[config.mk]
export PLATFORM = sky130hd
export DESIGN_NAME = ctl_port
export DESIGN_NICKNAME = d
export VERILOG_FILES = /design/src/rtl/ctl_port_pkg.sv /design/src/rtl/ctl_pin_sync.sv /design/src/rtl/ctl_i2c_target.sv /design/src/rtl/ctl_spi_target.sv /design/src/rtl/ctl_reg_bank.sv /design/src/rtl/ctl_port.sv
export SDC_FILE = /design/constraint.sdc
export NUM_CORES = 1
export LEC_CHECK = 0
export CORE_UTILIZATION = 40
export DETAILED_ROUTE_END_ITERATION = 8
export PLACE_DENSITY = 0.59
export SYNTH_ARGS = -nofsm -noshare
export SYNTH_HDL_FRONTEND = slang
export SYNTH_HIERARCHICAL = 1
export SYNTH_SLANG_ARGS = --single-unit
[constraint.sdc]
create_clock -name clk_i -period 3.05 [get_ports clk_i]
set_clock_uncertainty 0.1 [all_clocks]
set_input_delay 0.61 -clock clk_i [delete_from_list [all_inputs] [get_ports clk_i]]
set_output_delay 0.61 -clock clk_i [all_outputs]
set_load 0.005 [all_outputs]
[src/rtl/ctl_port_pkg.sv]
package ctl_port_pkg;
    localparam int BYTE_W = 8;
    localparam int PTR_W  = 7;

    typedef enum logic [1:0] {
        MODE_OPEN = 2'd0,
        MODE_I2C  = 2'd1,
        MODE_SPI  = 2'd2
    } port_mode_e;

    // Request from a protocol engine to the register bank.
    typedef struct packed {
        logic              ptr_we;
        logic              data_we;
        logic              rd_adv;
        logic [BYTE_W-1:0] value;
    } reg_req_t;
endpackage

[src/rtl/ctl_pin_sync.sv]
module ctl_pin_sync #(
    parameter int           N         = 3,
    parameter int           STAGES    = 2,
    parameter logic [N-1:0] RESET_LVL = '0
) (
    input  logic         clk_i,
    input  logic         rst_ni,
    input  logic [N-1:0] pin_i,
    output logic [N-1:0] lvl_o,
    output logic [N-1:0] rise_o,
    output logic [N-1:0] fall_o
);
    localparam int CHAIN_W = STAGES + 1;

    for (genvar g = 0; g < N; g++) begin : g_pin
        logic [CHAIN_W-1:0] chain_d, chain_q;

        always_comb begin
            chain_d = {chain_q[CHAIN_W-2:0], pin_i[g]};
        end

        always_ff @(posedge clk_i or negedge rst_ni) begin
            if (!rst_ni) chain_q <= {CHAIN_W{RESET_LVL[g]}};
            else         chain_q <= chain_d;
        end

        assign lvl_o[g]  = chain_q[CHAIN_W-2];
        assign rise_o[g] = chain_q[CHAIN_W-2] & ~chain_q[CHAIN_W-1];
        assign fall_o[g] = ~chain_q[CHAIN_W-2] & chain_q[CHAIN_W-1];
    end
endmodule

[src/rtl/ctl_i2c_target.sv]
module ctl_i2c_target
    import ctl_port_pkg::*;
#(
    parameter logic [5:0] ADDR_HI = 6'b001000
) (
    input  logic              clk_i,
    input  logic              rst_ni,
    input  logic              en_i,
    input  logic              scl_lvl_i,
    input  logic              scl_rise_i,
    input  logic              scl_fall_i,
    input  logic              sda_lvl_i,
    input  logic              sda_rise_i,
    input  logic              sda_fall_i,
    input  logic              ad0_i,
    input  logic [BYTE_W-1:0] rd_data_i,
    output reg_req_t          req_o,
    output logic              start_o,
    output logic              sda_oe_o
);
    typedef enum logic [3:0] {
        I_IDLE, I_ADDR, I_ADDR_ACK, I_PTR, I_PTR_ACK,
        I_WR, I_WR_ACK, I_RD, I_RD_ACK
    } i2c_st_e;

    typedef struct packed {
        i2c_st_e           st;
        logic [3:0]        cnt;
        logic [BYTE_W-1:0] sh;
        logic              rw;
        logic              mack;
        logic              oe;
    } i2c_state_t;

    i2c_state_t s_d, s_q;
    reg_req_t   req;
    logic       start_ev, stop_ev;

    always_comb begin
        s_d      = s_q;
        req      = '0;
        start_ev = scl_lvl_i & sda_fall_i;
        stop_ev  = scl_lvl_i & sda_rise_i;

        if (!en_i) begin
            s_d.st  = I_IDLE;
            s_d.cnt = '0;
            s_d.oe  = 1'b0;
        end else if (start_ev) begin
            s_d.st  = I_ADDR;
            s_d.cnt = '0;
            s_d.oe  = 1'b0;
        end else if (stop_ev) begin
            s_d.st  = I_IDLE;
            s_d.oe  = 1'b0;
        end else begin
            case (s_q.st)
                I_ADDR, I_PTR, I_WR: begin
                    if (scl_rise_i) begin
                        s_d.sh  = {s_q.sh[BYTE_W-2:0], sda_lvl_i};
                        s_d.cnt = s_q.cnt + 4'd1;
                    end else if (scl_fall_i && s_q.cnt == 4'd8) begin
                        s_d.cnt = '0;
                        if (s_q.st == I_ADDR) begin
                            if (s_q.sh[7:1] == {ADDR_HI, ad0_i}) begin
                                s_d.rw = s_q.sh[0];
                                s_d.oe = 1'b1;
                                s_d.st = I_ADDR_ACK;
                            end else begin
                                s_d.st = I_IDLE;
                            end
                        end else if (s_q.st == I_PTR) begin
                            req.ptr_we = 1'b1;
                            req.value  = s_q.sh;
                            s_d.oe     = 1'b1;
                            s_d.st     = I_PTR_ACK;
                        end else begin
                            req.data_we = 1'b1;
                            req.value   = s_q.sh;
                            s_d.oe      = 1'b1;
                            s_d.st      = I_WR_ACK;
                        end
                    end
                end
                I_ADDR_ACK: begin
                    if (scl_fall_i) begin
                        s_d.cnt = '0;
                        if (s_q.rw) begin
                            s_d.st     = I_RD;
                            s_d.sh     = rd_data_i;
                            s_d.oe     = ~rd_data_i[BYTE_W-1];
                            req.rd_adv = 1'b1;
                        end else begin
                            s_d.st = I_PTR;
                            s_d.oe = 1'b0;
                        end
                    end
                end
                I_PTR_ACK, I_WR_ACK: begin
                    if (scl_fall_i) begin
                        s_d.st  = I_WR;
                        s_d.cnt = '0;
                        s_d.oe  = 1'b0;
                    end
                end
                I_RD: begin
                    if (scl_rise_i) begin
                        s_d.cnt = s_q.cnt + 4'd1;
                    end else if (scl_fall_i) begin
                        if (s_q.cnt == 4'd8) begin
                            s_d.oe  = 1'b0;
                            s_d.cnt = '0;
                            s_d.st  = I_RD_ACK;
                        end else begin
                            s_d.sh = {s_q.sh[BYTE_W-2:0], 1'b0};
                            s_d.oe = ~s_q.sh[BYTE_W-2];
                        end
                    end
                end
                I_RD_ACK: begin
                    if (scl_rise_i) begin
                        s_d.mack = ~sda_lvl_i;
                    end else if (scl_fall_i) begin
                        if (s_q.mack) begin
                            s_d.st     = I_RD;
                            s_d.cnt    = '0;
                            s_d.sh     = rd_data_i;
                            s_d.oe     = ~rd_data_i[BYTE_W-1];
                            req.rd_adv = 1'b1;
                        end else begin
                            s_d.st = I_IDLE;
                        end
                    end
                end
                default: ;
            endcase
        end
    end

    always_ff @(posedge clk_i or negedge rst_ni) begin
        if (!rst_ni) s_q <= '{st: I_IDLE, default: '0};
        else         s_q <= s_d;
    end

    assign req_o    = req;
    assign start_o  = en_i & start_ev;
    assign sda_oe_o = s_q.oe;
endmodule

[src/rtl/ctl_spi_target.sv]
module ctl_spi_target
    import ctl_port_pkg::*;
#(
    parameter logic [6:0] CHIP_ADDR = 7'b0010000
) (
    input  logic     clk_i,
    input  logic     rst_ni,
    input  logic     en_i,
    input  logic     clk_rise_i,
    input  logic     dat_lvl_i,
    input  logic     sel_lvl_i,
    input  logic     sel_fall_i,
    output reg_req_t req_o
);
    typedef enum logic [2:0] {S_IDLE, S_ADDR, S_PTR, S_DATA, S_SKIP} spi_st_e;

    typedef struct packed {
        spi_st_e           st;
        logic [2:0]        cnt;
        logic [BYTE_W-1:0] sh;
    } spi_state_t;

    spi_state_t        s_d, s_q;
    reg_req_t          req;
    logic [BYTE_W-1:0] sh_next;

    always_comb begin
        s_d     = s_q;
        req     = '0;
        sh_next = {s_q.sh[BYTE_W-2:0], dat_lvl_i};

        if (!en_i || sel_lvl_i) begin
            s_d.st = S_IDLE;
        end else if (sel_fall_i) begin
            s_d.st  = S_ADDR;
            s_d.cnt = '0;
        end else if (clk_rise_i && s_q.st != S_IDLE && s_q.st != S_SKIP) begin
            s_d.sh  = sh_next;
            s_d.cnt = s_q.cnt + 3'd1;
            if (s_q.cnt == 3'd7) begin
                case (s_q.st)
                    S_ADDR: s_d.st = (sh_next == {CHIP_ADDR, 1'b0}) ? S_PTR : S_SKIP;
                    S_PTR: begin
                        req.ptr_we = 1'b1;
                        req.value  = sh_next;
                        s_d.st     = S_DATA;
                    end
                    default: begin
                        req.data_we = 1'b1;
                        req.value   = sh_next;
                    end
                endcase
            end
        end
    end

    always_ff @(posedge clk_i or negedge rst_ni) begin
        if (!rst_ni) s_q <= '{st: S_IDLE, default: '0};
        else         s_q <= s_d;
    end

    assign req_o = req;
endmodule

[src/rtl/ctl_reg_bank.sv]
module ctl_reg_bank
    import ctl_port_pkg::*;
#(
    parameter int NUM_REGS = 4
) (
    input  logic                       clk_i,
    input  logic                       rst_ni,
    input  reg_req_t                   req_i,
    output logic [BYTE_W-1:0]          rd_data_o,
    output logic [PTR_W-1:0]           ptr_o,
    output logic                       inc_o,
    output logic [NUM_REGS*BYTE_W-1:0] regs_o
);
    typedef struct packed {
        logic [NUM_REGS-1:0][BYTE_W-1:0] regs;
        logic [PTR_W-1:0]                ptr;
        logic                            inc;
    } bank_state_t;

    bank_state_t       b_d, b_q;
    logic [BYTE_W-1:0] rd_data;

    always_comb begin
        b_d     = b_q;
        rd_data = '0;
        for (int k = 0; k < NUM_REGS; k++) begin
            if (b_q.ptr == PTR_W'(k + 1)) rd_data = b_q.regs[k];
        end

        if (req_i.ptr_we) begin
            b_d.ptr = req_i.value[PTR_W-1:0];
            b_d.inc = req_i.value[BYTE_W-1];
        end else if (req_i.data_we || req_i.rd_adv) begin
            if (req_i.data_we) begin
                for (int k = 0; k < NUM_REGS; k++) begin
                    if (b_q.ptr == PTR_W'(k + 1)) b_d.regs[k] = req_i.value;
                end
            end
            if (b_q.inc) b_d.ptr = b_q.ptr + 1'b1;
        end
    end

    always_ff @(posedge clk_i or negedge rst_ni) begin
        if (!rst_ni) b_q <= '0;
        else         b_q <= b_d;
    end

    assign rd_data_o = rd_data;
    assign ptr_o     = b_q.ptr;
    assign inc_o     = b_q.inc;
    assign regs_o    = b_q.regs;
endmodule

[src/rtl/ctl_port.sv]
module ctl_port
    import ctl_port_pkg::*;
#(
    parameter int         NUM_REGS    = 4,
    parameter int         SYNC_STAGES = 2,
    parameter logic [5:0] I2C_ADDR_HI = 6'b001000,
    parameter logic [6:0] SPI_ADDR    = 7'b0010000
) (
    input  logic                       clk_i,
    input  logic                       rst_ni,
    input  logic                       ser_clk_i,
    input  logic                       ser_dat_i,
    input  logic                       sel_addr_i,
    output logic                       ser_dat_oe_o,
    output logic [NUM_REGS*BYTE_W-1:0] regs_o
);
    localparam int PIN_N = 3;
    // pin order: [0] serial clock, [1] data, [2] select/address
    localparam logic [PIN_N-1:0] PIN_RESET = 3'b011;

    typedef struct packed {
        port_mode_e mode;
    } top_state_t;

    top_state_t        st_d, st_q;
    logic [PIN_N-1:0]  lvl, rise, fall;
    logic              ser_clk_lvl;
    logic              i2c_en, spi_en, i2c_start;
    reg_req_t          i2c_req, spi_req, bank_req;
    logic [BYTE_W-1:0] rd_data;
    logic [PTR_W-1:0]  ptr;
    logic              ptr_inc;
    port_mode_e        mode_q;
    logic              data_we;

    ctl_pin_sync #(
        .N        (PIN_N),
        .STAGES   (SYNC_STAGES),
        .RESET_LVL(PIN_RESET)
    ) u_sync (
        .clk_i (clk_i),
        .rst_ni(rst_ni),
        .pin_i ({sel_addr_i, ser_dat_i, ser_clk_i}),
        .lvl_o (lvl),
        .rise_o(rise),
        .fall_o(fall)
    );

    assign ser_clk_lvl = lvl[0];
    assign spi_en = (st_q.mode == MODE_SPI) || (st_q.mode == MODE_OPEN && fall[2]);
    assign i2c_en = ~spi_en;

    ctl_i2c_target #(.ADDR_HI(I2C_ADDR_HI)) u_i2c (
        .clk_i     (clk_i),
        .rst_ni    (rst_ni),
        .en_i      (i2c_en),
        .scl_lvl_i (lvl[0]),
        .scl_rise_i(rise[0]),
        .scl_fall_i(fall[0]),
        .sda_lvl_i (lvl[1]),
        .sda_rise_i(rise[1]),
        .sda_fall_i(fall[1]),
        .ad0_i     (lvl[2]),
        .rd_data_i (rd_data),
        .req_o     (i2c_req),
        .start_o   (i2c_start),
        .sda_oe_o  (ser_dat_oe_o)
    );

    ctl_spi_target #(.CHIP_ADDR(SPI_ADDR)) u_spi (
        .clk_i     (clk_i),
        .rst_ni    (rst_ni),
        .en_i      (spi_en),
        .clk_rise_i(rise[0]),
        .dat_lvl_i (lvl[1]),
        .sel_lvl_i (lvl[2]),
        .sel_fall_i(fall[2]),
        .req_o     (spi_req)
    );

    always_comb begin
        st_d     = st_q;
        bank_req = spi_en ? spi_req : i2c_req;
        if (st_q.mode == MODE_OPEN) begin
            if (fall[2])        st_d.mode = MODE_SPI;
            else if (i2c_start) st_d.mode = MODE_I2C;
        end
    end

    always_ff @(posedge clk_i or negedge rst_ni) begin
        if (!rst_ni) st_q <= '{mode: MODE_OPEN};
        else         st_q <= st_d;
    end

    ctl_reg_bank #(.NUM_REGS(NUM_REGS)) u_bank (
        .clk_i    (clk_i),
        .rst_ni   (rst_ni),
        .req_i    (bank_req),
        .rd_data_o(rd_data),
        .ptr_o    (ptr),
        .inc_o    (ptr_inc),
        .regs_o   (regs_o)
    );

    assign mode_q  = st_q.mode;
    assign data_we = bank_req.data_we;
endmodule

==> results of run 1 <==
stage by stage:
| stage | utilization | cell area [sq um] | cells |
|---|---|---|---|
| floorplan | - | 4850 | 432 |
| global route | 0.495 | 5750 | 630 |
| CTS | 0.495 | 5750 | 630 |
| finish | 0.495 | 5750 | 630 |
| detailed placement | 0.469 | 5440 | 614 |
| global placement | 0.469 | 5440 | 614 |
final cells by class:
type	count	share of cell area
clock inverters	7	0.0146
well taps	143	0.0311
inverters	14	0.00914
flip-flops and latches	83	0.362
multi-input cells	311	0.446
clock buffers	9	0.0392
repair buffers	63	0.0979
routing by layer:
layer	global-route usage	vias to the layer above	part of all wire
met5	0	-	0
met4	0.0898	0	0.018
met3	0.0281	13	0.043
met2	0.297	63	0.46
met1	0.275	1786	0.48
li1	-	1707	-
power by group through the flow:
stage | combinational (mW) | clock (mW) | sequential, mW
2_1_floorplan | 0.115 | 0 | 1.16
3_3_place_gp | 0.164 | 0 | 1.17
3_5_place_dp | 0.167 | 0 | 1.17
4_1_cts | 0.168 | 1.16 | 1.15
5_1_grt | 0.185 | 1.21 | 1.16
6_report | 0.165 | 1.13 | 1.15
sequential cells by signal, indices dropped and copies added, names as in the netlist:
register / count
u_i2c/sda_oe_o: 1
u_sync/g_pin.chain_q: 9
mode_q: 2
u_spi/s_q: 13
u_bank/regs_o: 32
u_bank/inc_o: 1
u_bank/ptr_o: 7
u_i2c/s_q: 18
worst max-delay path by stage:
stage | endpoint | slack, ns | depth (start not counted)
finish | u_bank/regs_o[30] | 0.19 | 11
detailed placement | u_bank/regs_o[25] | 0.18 | 11
global placement | u_bank/regs_o[27] | 0.25 | 11
global route | u_bank/regs_o[28] | 0.007 | 11
CTS | u_bank/regs_o[25] | 0.17 | 11
floorplan | u_bank/regs_o[24] | 0.02 | 12
critical path, cell delays in order, from the launching register on:
cell	delay, ns
sky130_fd_sc_hd__dfrtp_1	0.40
sky130_fd_sc_hd__nor2b_4	0.15
sky130_fd_sc_hd__o21bai_4	0.08
sky130_fd_sc_hd__inv_1	0.09
sky130_fd_sc_hd__or3b_4	0.41
sky130_fd_sc_hd__nor4b_4	0.23
sky130_fd_sc_hd__and2b_1	0.15
sky130_fd_sc_hd__mux2_4	0.16
sky130_fd_sc_hd__nor2b_2	0.25
sky130_fd_sc_hd__and4_1	0.26
sky130_fd_sc_hd__buf_4	0.14
sky130_fd_sc_hd__mux2_2	0.34
layout by cell type (no fill, tap or decap), types with 3 or more instances in the layout:
master	n
sky130_fd_sc_hd__mux2i_1	4
sky130_fd_sc_hd__nor2b_1	11
sky130_fd_sc_hd__or3_1	4
sky130_fd_sc_hd__nand2b_1	12
sky130_fd_sc_hd__inv_1	14
sky130_fd_sc_hd__xnor2_1	4
sky130_fd_sc_hd__nor3b_1	4
sky130_fd_sc_hd__nand2_1	25
sky130_fd_sc_hd__a21oi_1	8
sky130_fd_sc_hd__nor2_1	12
sky130_fd_sc_hd__nor4b_1	3
sky130_fd_sc_hd__ha_1	8
sky130_fd_sc_hd__nor3_1	9
sky130_fd_sc_hd__dfstp_2	6
sky130_fd_sc_hd__mux2_4	8
sky130_fd_sc_hd__nand3_1	12
sky130_fd_sc_hd__clkdlybuf4s50_1	36
sky130_fd_sc_hd__o21ai_1	3
sky130_fd_sc_hd__a221o_1	8
sky130_fd_sc_hd__o211ai_1	6
sky130_fd_sc_hd__nor4_1	3
sky130_fd_sc_hd__buf_4	27
sky130_fd_sc_hd__and3_1	4
sky130_fd_sc_hd__clkbuf_16	9
sky130_fd_sc_hd__nand4b_2	3
sky130_fd_sc_hd__a32o_1	11
sky130_fd_sc_hd__dfrtp_1	77
sky130_fd_sc_hd__mux2_2	60
sky130_fd_sc_hd__or4_1	3
sky130_fd_sc_hd__and2_1	18
sky130_fd_sc_hd__a21o_1	4
sky130_fd_sc_hd__o21ai_0	15
==> impl_table.tex, run 1 <==
\begin{tabular}{lr}
\hline
Metric & Value \\
\hline
\multicolumn{2}{l}{\textbf{Placed design}} \\
\quad Worst setup slack before clock tree synthesis & approximately 0.18 ns \\
\quad Weighted congestion at the end of routability-driven global placement & around 0.84 \\
\quad Count of input and output buffers & 37 \\
\quad Final HPWL from detailed placement & 8190 um \\
\multicolumn{2}{l}{\textbf{Setup path}} \\
\quad Worst endpoint required time & 3.18 ns \\
\quad Largest fanout on the critical path & 4 \\
\quad Launching element type of the critical path & flop \\
\quad Register-to-register setup slack & 0.19 ns \\
\quad Reg-to-reg endpoint & u\_bank/regs\_o[30] \\
\quad Data arrival at the endpoint of the critical path & 2.99 ns \\
\quad WS Path Type & flop to flop \\
\quad Worst R2R Start & u\_sync/g\_pin[2].chain\_q[1] \\
\quad Cell depth of the worst flop-to-flop path & 11 \\
\quad Worst setup path start & u\_sync/g\_pin[2].chain\_q[1] \\
\quad CP Capture Type & flop \\
\multicolumn{2}{l}{\textbf{Routing}} \\
\quad Number of design rule violations left after detail routing & 0 \\
\quad Iter 0 DRT Violations & 295 \\
\quad Final ANT Viol Nets & 0 \\
\quad Length of the first detailed-routing pass in iterations & 4 \\
\quad Routed via count & 3569 \\
\quad Vias/cell & 5.67 \\
\quad Detailed-route wire length & 11300 um \\
\quad Routed length per instance & 17.9 um \\
\multicolumn{2}{l}{\textbf{Power and ir drop}} \\
\quad Proportion of power drawn by the clock network & 0.462 \\
\quad Final Power & approximately 2.4 mW \\
\quad Worst supply voltage drop on vdd & between 200 and 300 uV \\
\quad Switching Share & 0.244 \\
\quad Static leakage & 2.55 nW \\
\quad Net switching power figure & 0.597 mW \\
\quad Combinational share of power & 0.067 \\
\quad Sequential share of power & 0.471 \\
\quad Int Pwr & 1.85 mW \\
\quad Pwr dens & around 430 nW/um\^{}2 \\
\multicolumn{2}{l}{\textbf{Timing}} \\
\quad Final Hold Slack & 0.249 ns \\
\quad RSZ-0062 raised after global routing & false \\
\quad Setup\_tns & 0 ns \\
\quad Fin. Hold Viols & 0 \\
\quad Max Clock Freq & 349 MHz \\
\quad Max-slew violation count & 0 \\
\quad Final setup fails & 0 \\
\quad Clock period minus final worst setup slack & approximately 2.9 ns \\
\quad Relative slew slack & 0.325 \\
\quad Tcrit/Tclk final & 0.939 \\
\quad Transition at the pin with the smallest max-transition slack & 1.01 ns \\
\quad Worst setup slack after layout & 0.187 ns \\
\multicolumn{2}{l}{\textbf{Final layout}} \\
\quad Total area of multi-input combinational cells & around 2600 sq um \\
\quad Count of fill cells added during filler insertion & around 1100 \\
\quad Layout overhead on the synthesized area & 18.7\% \\
\quad Share of post-route cells with drive strength above 1 & 0.281 \\
\quad Ant diodes & 0 \\
\quad Area taken by flip-flops and latches & 2080 sq um \\
\quad Nets & $\sim$500 \\
\multicolumn{2}{l}{\textbf{Synth}} \\
\quad Number of warnings reported in the yosys synthesis log & 6 \\
\quad Synthesized netlist net count & 445 \\
\quad Average size of a mapped cell & 11.2 sq um \\
\quad Cell Area, Synth & 4840 sq um \\
\quad Post-synthesis cell count & 432 \\
\multicolumn{2}{l}{\textbf{Global route}} \\
\quad Antenna violations before repair & 0 \\
\quad All-Layer GR Usage & 0.195 \\
\quad Largest net degree at the start of global routing & 81 \\
\quad GRT Residual Overflow & 0 \\
\quad Number of global-route vias before repair & 3650 \\
\quad First-pass GRT wire length & 19000 um \\
\multicolumn{2}{l}{\textbf{CTS}} \\
\quad Number of buffers created by CTS & 9 \\
\quad Clock-pin slew reported for the worst setup and hold paths after clock tree synthesis & 0.06 ns \\
\quad Count of instances resized after the clock tree is built & 0 \\
\quad CTS tree & done \\
\quad Cell at the root of the clock tree & sky130\_fd\_sc\_hd\_\_clkbuf\_16 \\
\quad Number of H-tree levels & 3 \\
\quad Clk buf depth & 2 \\
\quad Number of setup buffers added after CTS & 0 \\
\quad CTS sink cnt & 83 \\
\quad Number of hold-repair buffers added at the cts stage & 0 \\
\quad Clock latency on the worst-skew pair & 0.35 ns \\
\multicolumn{2}{l}{\textbf{Worst hold path}} \\
\quad Hold path startpoint & u\_sync/g\_pin[2].chain\_q[0] \\
\quad Hold worst-path end & u\_sync/g\_pin[2].chain\_q[1] \\
\quad Hold Crit Class & flop to flop \\
\quad Cell depth of the worst min-delay path & 0 \\
\multicolumn{2}{l}{\textbf{Floorplanning}} \\
\quad DIE HEIGHT & about 110 um \\
\quad Die ar. & 12600 sq um \\
\quad Standard-cell row count & 39 \\
\quad Io pins & 38 \\
\quad Initial core utilization & 0.417 \\
\quad Floorplan Core Area & 11600 sq um \\
\quad Die width & around 110 um \\
\multicolumn{2}{l}{\textbf{Job}} \\
\quad Max cap viols & 0 \\
\multicolumn{2}{l}{\textbf{Outcome}} \\
\quad Run status & finished clean \\
\hline
\end{tabular}
Note: power is estimated with default switching activity, not from simulation.
==> run 2: changes to the inputs <==
CORE_UTILIZATION = 53   (was 40)
PLACE_DENSITY = 0.74   (was 0.59)
==> impl_table.tex, run 2 (same netlist as run 1, synthesis figures left out) <==
\begin{tabular}{lr}
\hline
Metric & Value \\
\hline
\multicolumn{2}{l}{\textbf{Final layout}} \\
\quad Layout overhead on the synthesized area & 15.0\% \\
\quad Share of post-route cells with drive strength above 1 & 0.279 \\
\quad Count of fill cells added during filler insertion & about 690 \\
\quad Most frequent cells in the layout & sky130\_fd\_sc\_hd\_\_dfrtp\_1 (77), sky130\_fd\_sc\_hd\_\_mux2\_2 (60), sky130\_fd\_sc\_hd\_\_clkdlybuf4s50\_1 (36) \\
\quad Number of flip-flops under the largest register name & 32 \\
\quad Most common cell after layout, fill and taps aside & sky130\_fd\_sc\_hd\_\_dfrtp\_1 \\
\quad Total area of multi-input combinational cells & approximately 2600 sq um \\
\quad Ant diodes & 0 \\
\quad Core Util, Final & 0.633 \\
\quad Area taken by flip-flops and latches & 2080 sq um \\
\quad Number of standard cells in the final layout excluding fillers & roughly 590 \\
\quad Nets & 489 \\
\multicolumn{2}{l}{\textbf{Setup path}} \\
\quad Worst endpoint required time & 3.20 ns \\
\quad WS Path Type & flop to flop \\
\quad CP Capture Type & flop \\
\quad Data arrival at the endpoint of the critical path & 3.04 ns \\
\quad Largest fanout on the critical path & 8 \\
\quad Launching element type of the critical path & flop \\
\quad Slowest stage cell on the critical path & sky130\_fd\_sc\_hd\_\_dfstp\_2 \\
\quad Worst-path cell chain & nor2b\_1 > o21ai\_2 > and2\_1 > nand3\_1 > nor4\_2 > mux2\_4 > nor2b\_4 > and4\_1 > buf\_4 > mux2\_2 \\
\quad Peak per-stage delay on the critical path & approximately 0.60 ns \\
\multicolumn{2}{l}{\textbf{Outcome}} \\
\quad Run status & finished with violations \\
\quad Failing checks & design-rule violations \\
\multicolumn{2}{l}{\textbf{Power and ir drop}} \\
\quad Final Power & $\sim$2.1 mW \\
\quad Static leakage & 2.47 nW \\
\quad Pwr dens & 378 nW/um\^{}2 \\
\quad Worst supply voltage drop on vdd & 296 uV \\
\multicolumn{2}{l}{\textbf{Timing}} \\
\quad Max-slew violation count & 0 \\
\quad Transition at the pin with the smallest max-transition slack & $\sim$0.8 ns \\
\quad Final setup fails & 0 \\
\quad RSZ-0062 raised after global routing & false \\
\quad Fin. Hold Viols & 0 \\
\quad Setup\_tns & 0 ns \\
\quad Max Clock Freq & 346 MHz \\
\quad Clock period minus final worst setup slack & 2.89 ns \\
\quad Relative slew slack & 0.457 \\
\quad Tcrit/Tclk final & 0.946 \\
\multicolumn{2}{l}{\textbf{Routing}} \\
\quad Vias/cell & 6.23 \\
\quad Number of design rule violations left after detail routing & 3 \\
\quad Final ANT Viol Nets & 0 \\
\quad Routed length per instance & 19.1 um \\
\quad Routed via count & 3670 \\
\quad Detailed-route wire length & 11300 um \\
\quad Iter 0 DRT Violations & 234 \\
\quad Length of the first detailed-routing pass in iterations & 7 \\
\multicolumn{2}{l}{\textbf{Placed design}} \\
\quad Count of input and output buffers & 37 \\
\quad Post-placement cell count & 573 \\
\quad Final HPWL from detailed placement & 8020 um \\
\quad Weighted congestion at the end of routability-driven global placement & 0.887 \\
\multicolumn{2}{l}{\textbf{Global route}} \\
\quad GRT Residual Overflow & 0 \\
\quad All-Layer GR Usage & 0.252 \\
\quad Number of global-route vias before repair & 3631 \\
\quad First-pass GRT wire length & 18800 um \\
\quad Antenna violations before repair & 0 \\
\quad Largest net degree at the start of global routing & 41 \\
\multicolumn{2}{l}{\textbf{Floorplanning}} \\
\quad Die ar. & 9530 sq um \\
\quad Floorplan Core Area & 8810 sq um \\
\quad Standard-cell row count & 34 \\
\quad Die width & between 90 and 100 um \\
\quad Initial core utilization & 0.550 \\
\quad Io pins & 38 \\
\quad DIE HEIGHT & between 90 and 100 um \\
\multicolumn{2}{l}{\textbf{CTS}} \\
\quad Cell at the root of the clock tree & sky130\_fd\_sc\_hd\_\_clkbuf\_8 \\
\quad Number of H-tree levels & 3 \\
\quad Number of buffers created by CTS & 9 \\
\quad Clock latency on the worst-skew pair & 0.36 ns \\
\quad CTS tree & done \\
\quad Number of setup buffers added after CTS & 0 \\
\quad CTS sink cnt & 83 \\
\quad Clk buf depth & 2 \\
\quad Clock-pin slew reported for the worst setup and hold paths after clock tree synthesis & around 0.090 ns \\
\multicolumn{2}{l}{\textbf{Worst hold path}} \\
\quad Hold Crit Class & input pin to asynchronous set/reset pin \\
\multicolumn{2}{l}{\textbf{Job}} \\
\quad Max cap viols & 0 \\
\hline
\end{tabular}
run 2: cell types whose count changed in the layout (fill, tap and decap cells not counted):
cell                        change
sky130_fd_sc_hd__clkbuf_8      +11
sky130_fd_sc_hd__clkbuf_16      -9
sky130_fd_sc_hd__buf_4          -7
sky130_fd_sc_hd__buf_6          +1
sky130_fd_sc_hd__bufinv_16      -1
sky130_fd_sc_hd__inv_6          -1
sky130_fd_sc_hd__nor2b_1        -1
sky130_fd_sc_hd__nor2b_4        +1
sky130_fd_sc_hd__nor4_1         -1
sky130_fd_sc_hd__nor4_2         +1
sky130_fd_sc_hd__o21ai_1        -1
sky130_fd_sc_hd__o21ai_2        +1
run 2: routing by layer:
layer	global-route usage	vias to the layer above	wire, um
li1	-	1688	-
met1	0.358	1860	5290
met4	0.0828	0	132
met2	0.387	111	5300
met3	0.0496	11	560
met5	0	-	0
run 2: worst max-delay path, delay by kind of cell, from the launching register on:
family / cells / cell delay [ns]
AND/OR/NAND/NOR: 6 / 1.18
flip-flops: 1 / 0.60
multiplexers: 2 / 0.56
AO/OA/AOI/OAI: 1 / 0.19
buffers and inverters: 1 / 0.16
run 2: area by class of cell:
cell class / instances / share of cell area
flip-flops and latches: 83 / 0.374
well taps: 108 / 0.0243
multi-input cells: 311 / 0.463
repair buffers: 57 / 0.0937
inverters: 14 / 0.00943
clock inverters: 5 / 0.00809
clock buffers: 11 / 0.0272
run 2: through the flow:
step	worst slack [ns]	instance area (sq um)	hold slack, ns
detailed placement	-0.00399	5350	0.247
global route	0.0136	5570	0.170
finish	0.163	5570	0.130
CTS	0.0295	5560	0.140
global placement	0.222	5350	0.234
floorplan	0.0239	4850	0.214
run 2: worst paths after layout:
kind	start	to	slack, ns	cells after the start
worst max-delay path	u_sync/g_pin[1].chain_q[1]	u_bank/regs_o[27]	0.16	10
worst min-delay path	rst_ni	u_i2c/s_q[14]	0.13	1
max in group asynchronous	rst_ni	u_sync/g_pin[1].chain_q[0]	1.96	2
worst max register to register	u_sync/g_pin[1].chain_q[1]	u_bank/regs_o[27]	0.16	10
worst min register to register	u_sync/g_pin[2].chain_q[0]	u_sync/g_pin[2].chain_q[1]	0.26	0
min in group clk_i	u_sync/g_pin[2].chain_q[0]	u_sync/g_pin[2].chain_q[1]	0.26	0
run 2: what timing repair did:
action,4_1_cts,5_1_grt
gates resized for setup,1,4
endpoints found under the setup margin,6,32
hold buffers,0,0
endpoints found under the hold margin,0,0
run 2: where the power goes:
group	switching (mW)	total (mW)	leakage, nW	internal, mW
sequential	0.0267	1.15	1.09	1.13
clock	0.435	0.787	0.0981	0.352
combinational	0.0911	0.165	1.28	0.0735
total	0.553	2.10	2.47	1.55
